**config.mk**
```make
export PLATFORM = sky130hd
export DESIGN_NAME = gate_enable_supervisor
export DESIGN_NICKNAME = d
export VERILOG_FILES = /design/src/rtl/gate_sup_pkg.sv /design/src/rtl/gate_seq_fsm.sv /design/src/rtl/gate_fault_latches.sv /design/src/rtl/gate_fault_report.sv /design/src/rtl/gate_enable_supervisor.sv
export SDC_FILE = /design/constraint.sdc
export NUM_CORES = 1
export LEC_CHECK = 0
export BUFFER_PORTS_ARGS = -buffer_cell sky130_fd_sc_hd__buf_4
export CORE_MARGIN = 2
export CORE_UTILIZATION = 47
export DETAILED_ROUTE_END_ITERATION = 7
export PLACE_DENSITY = 0.68
export SLEW_MARGIN = 5
export SYNTH_ARGS = -nofsm -noshare
export SYNTH_HDL_FRONTEND = slang
export SYNTH_SLANG_ARGS = --single-unit
```
**constraint.sdc**
```tcl
create_clock -name clk -period 2.21 [get_ports clk]
set_input_delay 0.442 -clock clk [delete_from_list [all_inputs] [get_ports clk]]
set_output_delay 0.442 -clock clk [all_outputs]
set_load 0.02 [all_outputs]
```
**src/rtl/gate_sup_pkg.sv**
```systemverilog
package gate_sup_pkg;

    typedef enum logic [1:0] {
        ST_OFF   = 2'd0,
        ST_PWRUP = 2'd1,
        ST_RUN   = 2'd2,
        ST_LOWQ  = 2'd3
    } seq_state_t;

    localparam int NUM_LATCH = 3;
    localparam int LAT_GOV   = 0;
    localparam int LAT_OTSD  = 1;
    localparam int LAT_OC    = 2;

    // latches that only a full reset may clear
    localparam logic [NUM_LATCH-1:0] FULL_ONLY_MASK = 3'b001;

endpackage

```
**src/rtl/gate_seq_fsm.sv**
```systemverilog
module gate_seq_fsm
    import gate_sup_pkg::*;
#(
    parameter int QUICK_CYC = 1000,
    parameter int PWRUP_CYC = 200
) (
    input  logic       clk,
    input  logic       rst_n,
    input  logic       en_req,
    output seq_state_t state_q,
    output logic       clr_quick,
    output logic       clr_full
);

    localparam int MAXC = (QUICK_CYC > PWRUP_CYC) ? QUICK_CYC : PWRUP_CYC;
    localparam int CW   = $clog2(MAXC + 1);

    seq_state_t    state_d;
    logic [CW-1:0] cnt_q, cnt_d;

    // state register
    always_ff @(posedge clk or negedge rst_n) begin
        if (!rst_n) begin
            state_q <= ST_OFF;
            cnt_q   <= '0;
        end else begin
            state_q <= state_d;
            cnt_q   <= cnt_d;
        end
    end

    // next state
    always_comb begin
        state_d = state_q;
        cnt_d   = cnt_q;
        unique case (state_q)
            ST_OFF: begin
                if (en_req) begin
                    state_d = ST_PWRUP;
                    cnt_d   = CW'(1);
                end
            end
            ST_PWRUP: begin
                if (!en_req) begin
                    state_d = ST_OFF;
                    cnt_d   = '0;
                end else if (cnt_q == CW'(PWRUP_CYC)) begin
                    state_d = ST_RUN;
                    cnt_d   = '0;
                end else begin
                    cnt_d = cnt_q + CW'(1);
                end
            end
            ST_RUN: begin
                if (!en_req) begin
                    state_d = ST_LOWQ;
                    cnt_d   = CW'(1);
                end
            end
            ST_LOWQ: begin
                if (en_req) begin
                    state_d = ST_RUN;
                    cnt_d   = '0;
                end else if (cnt_q == CW'(QUICK_CYC - 1)) begin
                    state_d = ST_OFF;
                    cnt_d   = '0;
                end else begin
                    cnt_d = cnt_q + CW'(1);
                end
            end
            default: begin
                state_d = ST_OFF;
                cnt_d   = '0;
            end
        endcase
    end

    // clear strobes
    always_comb begin
        clr_quick = (state_q == ST_LOWQ) && en_req;
        clr_full  = (state_q == ST_OFF)  && en_req;
    end

    p_run_entry_r2: assert property (@(posedge clk) disable iff (!rst_n)
        $rose(state_q == ST_RUN) |-> ($past(state_q) == ST_PWRUP || $past(state_q) == ST_LOWQ));

    p_quick_return_r4: assert property (@(posedge clk) disable iff (!rst_n)
        (state_q == ST_LOWQ && en_req) |=> (state_q == ST_RUN));

    p_full_class_r5: assert property (@(posedge clk) disable iff (!rst_n)
        (state_q == ST_LOWQ && !en_req && cnt_q == CW'(QUICK_CYC - 1)) |=> (state_q == ST_OFF));

endmodule

```
**src/rtl/gate_fault_latches.sv**
```systemverilog
module gate_fault_latches
    import gate_sup_pkg::*;
#(
    parameter int                 N         = NUM_LATCH,
    parameter logic [N-1:0]       FULL_ONLY = FULL_ONLY_MASK
) (
    input  logic         clk,
    input  logic         rst_n,
    input  logic [N-1:0] set_in,
    input  logic         clr_quick,
    input  logic         clr_full,
    output logic [N-1:0] lat_q
);

    for (genvar i = 0; i < N; i++) begin : g_lat
        logic clr_i;
        if (FULL_ONLY[i]) begin : g_full
            assign clr_i = clr_full;
        end else begin : g_any
            assign clr_i = clr_full | clr_quick;
        end

        always_ff @(posedge clk or negedge rst_n) begin
            if (!rst_n) lat_q[i] <= 1'b0;
            else        lat_q[i] <= set_in[i] | (lat_q[i] & ~clr_i);
        end

        p_set_hold_r11: assert property (@(posedge clk) disable iff (!rst_n)
            set_in[i] |=> lat_q[i]);

        if (FULL_ONLY[i]) begin : g_chk
            p_gov_quick_r6: assert property (@(posedge clk) disable iff (!rst_n)
                (lat_q[i] && !clr_full) |=> lat_q[i]);
        end
    end

endmodule

```
**src/rtl/gate_fault_report.sv**
```systemverilog
module gate_fault_report
    import gate_sup_pkg::*;
(
    input  logic                 clk,
    input  logic                 rst_n,
    input  seq_state_t           state_q,
    input  logic                 en_req,
    input  logic [2:0]           uv_flt,
    input  logic                 otw_flt,
    input  logic [NUM_LATCH-1:0] lat_q,
    output logic                 gate_inhibit,
    output logic                 aux_pwrdn,
    output logic                 fault_n,
    output logic                 warn_n
);

    logic uv_any, lat_any, enabled;

    always_comb begin
        uv_any       = |uv_flt;
        lat_any      = |lat_q;
        enabled      = (state_q == ST_RUN) || (state_q == ST_LOWQ);
        gate_inhibit = !en_req || (state_q != ST_RUN) || uv_any || lat_any;
        aux_pwrdn    = (state_q == ST_OFF) || lat_q[LAT_GOV] || lat_q[LAT_OTSD];
        fault_n      = enabled && !uv_any && !lat_any;
        warn_n       = !(otw_flt || lat_q[LAT_OTSD] || lat_q[LAT_OC]);
    end

    p_fall_inhibit_r3: assert property (@(posedge clk) disable iff (!rst_n)
        $fell(en_req) |-> gate_inhibit);

    p_uv_fault_r7: assert property (@(posedge clk) disable iff (!rst_n)
        (|uv_flt) |-> (gate_inhibit && !fault_n));

    p_otw_warn_r8: assert property (@(posedge clk) disable iff (!rst_n)
        otw_flt |-> !warn_n);

endmodule

```
**src/rtl/gate_enable_supervisor.sv**
```systemverilog
module gate_enable_supervisor
    import gate_sup_pkg::*;
#(
    parameter int QUICK_CYC = 1000,
    parameter int PWRUP_CYC = 200
) (
    input  logic       clk,
    input  logic       rst_n,
    input  logic       en_req,
    input  logic [2:0] uv_flt,
    input  logic       gov_flt,
    input  logic       otw_flt,
    input  logic       otsd_flt,
    input  logic       oc_flt,
    output logic       gate_inhibit,
    output logic       aux_pwrdn,
    output logic       fault_n,
    output logic       warn_n
);

    seq_state_t           state_q;
    logic                 clr_quick, clr_full;
    logic [NUM_LATCH-1:0] set_vec, lat_q;

    always_comb begin
        set_vec           = '0;
        set_vec[LAT_GOV]  = gov_flt;
        set_vec[LAT_OTSD] = otsd_flt;
        set_vec[LAT_OC]   = oc_flt;
    end

    gate_seq_fsm #(.QUICK_CYC(QUICK_CYC), .PWRUP_CYC(PWRUP_CYC)) u_fsm (
        .clk       (clk),
        .rst_n     (rst_n),
        .en_req    (en_req),
        .state_q   (state_q),
        .clr_quick (clr_quick),
        .clr_full  (clr_full)
    );

    gate_fault_latches #(.N(NUM_LATCH), .FULL_ONLY(FULL_ONLY_MASK)) u_lat (
        .clk       (clk),
        .rst_n     (rst_n),
        .set_in    (set_vec),
        .clr_quick (clr_quick),
        .clr_full  (clr_full),
        .lat_q     (lat_q)
    );

    gate_fault_report u_rep (
        .clk          (clk),
        .rst_n        (rst_n),
        .state_q      (state_q),
        .en_req       (en_req),
        .uv_flt       (uv_flt),
        .otw_flt      (otw_flt),
        .lat_q        (lat_q),
        .gate_inhibit (gate_inhibit),
        .aux_pwrdn    (aux_pwrdn),
        .fault_n      (fault_n),
        .warn_n       (warn_n)
    );

    p_otsd_pwrdn_r9: assert property (@(posedge clk) disable iff (!rst_n)
        otsd_flt |=> (aux_pwrdn && !fault_n && !warn_n));

    p_oc_report_r10: assert property (@(posedge clk) disable iff (!rst_n)
        oc_flt |=> (gate_inhibit && !fault_n && !warn_n));

endmodule

```
# Word-level counts from Yosys, hierarchy flattened
# Index checks and enable logic that the tools add are counted.
# W data, S select, Z words.
[word_totals]
ff_bits = 15
in_bits = 10
output_inout_bits = 4
wordCells = 60
[classes]
n_mux = 14
bitwise = 9
eq_ne = 10
reduce_logical = 21
addsub = 1
[op_table]
columns = ["operator", "n"]
rows = [
  ["$mux W10", 6],
  ["$pmux W10 S4", 1],
  ["$mux W2", 6],
  ["$add A10 B1 Y10 const B", 1],
  ["$eq A10 B10 Y1 const B", 1],
  ["$eq A10 B8 Y1 const B", 1],
  ["$logic_or A1 B1 Y1", 8],
  ["$pmux W2 S4", 1],
  ["$ne A2 B2 Y1 const B", 3],
  ["$ne A3 B2 Y1 const B", 2],
  ["$reduce_or A3 Y1", 2],
  ["$eq A2 B2 Y1 const B", 2],
  ["$logic_and A1 B1 Y1", 4],
  ["$logic_not A1 Y1", 4],
  ["$or A1 B1 Y1", 4],
  ["$reduce_and A4 Y1", 1],
  ["$and A1 B1 Y1", 3],
  ["$eq A2 B1 Y1 const B", 1],
  ["$logic_not A2 Y1", 1],
  ["$not A1 Y1", 2],
  ["$reduce_and A2 Y1", 1],
]

# Depth between registers and ports, before layout
[logic_depth]
ltp_word = 6
ltp_mapped = 6
mapped_depth_nobuf = 6

# By module
# Synthesis repeated with hierarchy kept, for this count alone.
[hier_totals]
hier_cells = 110
hier_area_um2 = 997.2
[by_module_without_submodules]
columns = ["module", "seq_area_each_um2", "cells_per_inst", "n_inst", "area_each_um2"]
rows = [
  ["gate_seq_fsm", 300.3, 94, 1, 840.8],
  ["gate_fault_latches", 75.1, 8, 1, 107.6],
  ["gate_fault_report", 0.0, 8, 1, 48.8],
]

# Worst setup path before layout
# No wires, ideal clock.
[synth_timing]
path_kind = "input to output"
startpoint = "input uv_flt[2]"
endpoint = "output gate_inhibit"
required_ns = 1.768
path_buffers = 0
setup_slack_ns = 0.143
arrival_ns = 1.625
path_stages = 3
cell_sequence = "nand3b_1 -> nor4_1 -> nand3b_1"
[synth_via]
elab_chain_cells = 3
[synth_lines]
columns = ["element", "line_no", "text"]
rows = [
  ["from (decl)", "gate_enable_supervisor.sv:10", "input logic [2:0] uv_flt,"],
  ["$reduce_or A3 Y1", "gate_fault_report.sv:20", "uv_any = |uv_flt;"],
  ["$logic_or A1 B1 Y1 (2 in series)", "gate_fault_report.sv:23", "gate_inhibit = !en_req || (state_q != ST_RUN) || uv_any || lat_any;"],
  ["to (decl)", "gate_enable_supervisor.sv:15", "output logic gate_inhibit,"],
]
# Every way passes these cells.

# Final worst setup path
[layout_timing]
startpoint = "register u_fsm.cnt_q[1]"
endpoint = "register u_fsm.cnt_q[5]"
[layout_via]
elab_chain_cells = 4
elab_cells_between_ends = 8
cone_classes = "add/sub (1); eq/ne (2); mux (5)"
[layout_lines]
columns = ["element", "line_no", "text"]
rows = [
  ["from (decl)", "gate_seq_fsm.sv:19", "logic [CW-1:0] cnt_q, cnt_d;"],
  ["from (signal assigned)", "gate_seq_fsm.sv:28", "cnt_q <= cnt_d;"],
  ["$add A10 B1 Y10, or another cell as far along", "gate_seq_fsm.sv:51, gate_seq_fsm.sv:68", ""],
  ["$mux W10, on equally long branches", "gate_seq_fsm.sv:64, gate_seq_fsm.sv:47", ""],
  ["$mux W10, on equally long branches", "gate_seq_fsm.sv:61, gate_seq_fsm.sv:44", ""],
  ["$pmux W10 S4 (*)", "gate_seq_fsm.sv:36", "unique case (state_q)"],
]
# Mark *: on every way between the ends. The rest lies on a longest branch, timed or not.
# A chain may end at the register's enable or synchronous reset.

==> results.py <==
metrics = {
    "outcome": {
        "status": "complete, no violations",
    },
    "detailed_routing": {
        "ant_nets": 0,
        "dr.pass1.iters": 4,
        "num_vias": 822,
        "drt_iter0_markers": 10,
        "wl_um": 2000,
        "wl_per_cell_um": 14.5,
        "vias_per_cell": 5.96,
        "drcViolationCount": 0,
    },
    "clock_tree": {
        "clockBufferDepth": 2,
        "clkTransAtPathRegs_ps": 90,
        "numCtsBuffers": 3,
        "cts_tree": "done",
        "cts_resized": 0,
        "htree_levels": 1,
        "worstSkewPairLatency_ps": 290,
        "cts.sink_count": 15,
        "cts-root-buf": "clkbuf_4",
    },
    "yosys": {
        "ys_seq_area_share_pct": 40.5,
        "yosys-top-cells-area": "dfrtp_1 40%, nor3_1 4.9%, a221o_1 4.3%, o21ai_0 3.2%, nand2_1 2.8%",
        "syn_inst": 95,
        "yosysTopAreaCell": "dfrtp_1",
        "netlist_area_sq_um": 927,
        "synth_top_area_share_pct": 40.5,
        "synth_seq_cells": 15,
        "yosysWarnings": 0,
        "synth_cell_types": 34,
        "synth.avg_cell_area_sq_um": 9.76,
        "syn-num-nets": 107,
    },
    "placement": {
        "post-place-ws_ps": 300,
        "hpwlAfterDp_um": 1480,
        "dpl.cell_count": 133,
        "portBuffers": 13,
        "place_congestion": 0.879,
        "dpl_cell_area_sq_um": 1050,
    },
    "worst_hold_path": {
        "hp-class": "primary input to flip-flop",
    },
    "final_layout": {
        "diodes": 0,
        "final_area_sq_um": 1090,
        "drive_above_1_share_pct": 21.6,
        "layout.nets": 124,
        "post-route-util_pct": 57.3,
        "final_cell_count_no_fill": 138,
        "area_growth_pct": 17.5,
    },
    "worst_setup_path": {
        "crit_family": "simple AND/OR/NAND/NOR gates",
        "cp_slowest_stage_delay_ps": 450,
        "critPathLaunchType": "flip-flop",
        "cp.arrival_ps": 2130,
        "crit_chain": "ha_1 -> nand4bb_1 -> nor4b_4 -> nor3_2 -> a221o_1",
        "r2r_slack_ps": 270,
        "crit_buf_inv": 0,
        "worst-setup-path-type": "flip-flop to flip-flop",
        "cp.required_ps": 2400,
        "cp_max_fo": 8,
        "end_kind": "flip-flop",
        "critPathSlowestCell": "nor4b_4",
    },
    "timing": {
        "fin_setup_tns_ps": 0,
        "hold_ws_ps": 319,
        "final-max-slew-violation-count": 0,
        "fin_skew_ps": 7.98,
        "hold_viol_final": 0,
        "rsz0062_at_grt": "false",
        "setup_viol": 0,
        "fin_crit_ps": 1940,
        "slew_headroom_pct": 65.7,
        "timing.fmax_mhz": 515,
        "finalWorstSetupSlack_ps": 269,
        "tightest_slew_ps": 508,
        "min_period_over_period_pct": 87.8,
    },
    "global_routing": {
        "grt_pass1_wl_um": 3510,
        "grt_max_degree": 16,
        "antenna_found_initial": 0,
        "overflow": 0,
        "grt_pass1_vias": 796,
        "gr-usage-all-layers_pct": 19.2,
    },
    "die": {
        "die_height_um": 48.4,
        "fp.dieW_um": 48.4,
        "core_sq_um": 1900,
        "initial_core_util_pct": 48.7,
        "rows": 16,
        "die-area_sq_um": 2340,
        "ios": 14,
    },
    "power": {
        "comb_power_share_pct": 30.0,
        "p_sw_share_pct": 37.7,
        "clockPowerShare_pct": 20.0,
        "power.density_nw_per_um2": 729,
        "peakVddDrop_uv": 414,
        "cellLeakagePower_nw": 0.444,
        "p_sw_mw": 0.299,
        "power_frac_seq_pct": 49.9,
        "totalPowerFinal_mw": 0.795,
        "internal-power_mw": 0.495,
    },
    "job": {
        "cap_violations": 0,
    },
}
-- cells in the mapped netlist --
master / n
dfrtp_1: 15
o21ai_0: 6
o2111ai_1: 1
nor4b_1: 1
nand3_1: 4
nor4bb_1: 1
nor3_1: 9
a311o_1: 1
nor2_1: 3
a22o_1: 1
nand2b_1: 2
a21o_1: 2
nor2b_1: 1
o21ai_1: 3
ha_1: 2
nor4b_4: 1
inv_1: 4
nor3_2: 1
nor4_1: 4
xnor2_1: 2
nand3b_1: 2
mux2_1: 1
nand2_1: 7
buf_2: 2
o311ai_2: 1
a221o_1: 4
o211a_4: 1
nand4_1: 3
clkbuf_1: 1
a21oi_1: 3
or3_4: 1
mux2_2: 1
nand4bb_1: 1
xor2_1: 3
-- layout make-up --
cell class                 count  area [sq um]
clock buffer                   3          22.5
sequential                    15           375
multi-input combinational     73           523
fill                         168           812
tap                           27          33.8
clock inverter                 1          5.00
inverter                       4          15.0
timing repair buffer          15           115
-- power by group through the flow --
stage / Clock (mW) / Combinational, mW / Sequential, mW
6_report: 0.159 / 0.239 / 0.397
5_1_grt: 0.183 / 0.267 / 0.408
4_1_cts: 0.167 / 0.243 / 0.396
3_5_place_dp: 0 / 0.240 / 0.401
3_3_place_gp: 0 / 0.233 / 0.401
2_1_floorplan: 0 / 0.190 / 0.365
-- sequential cells by signal, summed over array words and instances (netlist names), named ones only --
signal	flops
u_fsm.cnt_q	10
u_lat.lat_q	3
u_fsm.state_q	1
-- cell families (layout without fill, tap and decap cells) --
kind of cell | after synthesis | count (layout) | share of synthesized area, %
buffers and inverters | 7 | 23 | 3.10
DFF | 15 | 15 | 40.5
and+or+nand+nor | 41 | 41 | 27.5
muxes | 2 | 2 | 2.43
AOI/OAI and AO/OA | 23 | 23 | 19.0
adders and majority gates | 2 | 2 | 2.70
xor gates and xnor gates | 5 | 5 | 4.72
-- cell usage in the layout, fill, tap and decap left out, types with 2 or more instances in the layout --
| master | instances |
|---|---|
| nor4_1 | 4 |
| xor2_1 | 3 |
| nand3b_1 | 2 |
| dfrtp_1 | 15 |
| o21ai_1 | 3 |
| clkbuf_4 | 3 |
| nand3_1 | 4 |
| nand2_1 | 7 |
| nand4_1 | 3 |
| a21oi_1 | 3 |
| nor2_1 | 3 |
| buf_4 | 14 |
| nand2b_1 | 2 |
| inv_1 | 4 |
| a221o_1 | 4 |
| a21o_1 | 2 |
| o21ai_0 | 6 |
| xnor2_1 | 2 |
| ha_1 | 2 |
| nor3_1 | 9 |
-- timing repair --
item                      CTS  global route
setup buffers               0             0
hold buffers                1             0
hold endpoints to repair   15             0
-- routing by layer --
layer / up-vias / part of all wire [%] / global-route usage (%)
met5: - / 0 / 0
met4: 0 / 1.9 / 8.57
met3: 5 / 5.8 / 4.94
met2: 25 / 49 / 32.4
met1: 399 / 44 / 23.2
li1: 393 / - / -
-- final timing paths --
kind	startpoint	to	cells past startpoint
setup reg to reg	u_fsm.cnt_q[1]$_DFFE_PN0P_	u_fsm.cnt_q[5]$_DFFE_PN0P_	5
hold / removal	oc_flt	u_lat.lat_q[2]$_DFF_PN0_	2
setup / recovery	u_fsm.cnt_q[1]$_DFFE_PN0P_	u_fsm.cnt_q[5]$_DFFE_PN0P_	5
min in group asynchronous	rst_n	u_fsm.cnt_q[6]$_DFFE_PN0P_	2
hold reg to reg	u_lat.lat_q[2]$_DFF_PN0_	u_lat.lat_q[2]$_DFF_PN0_	1
max in group asynchronous	rst_n	u_fsm.cnt_q[0]$_DFFE_PN0P_	2
Note: power is estimated with default switching activity, not from simulation.
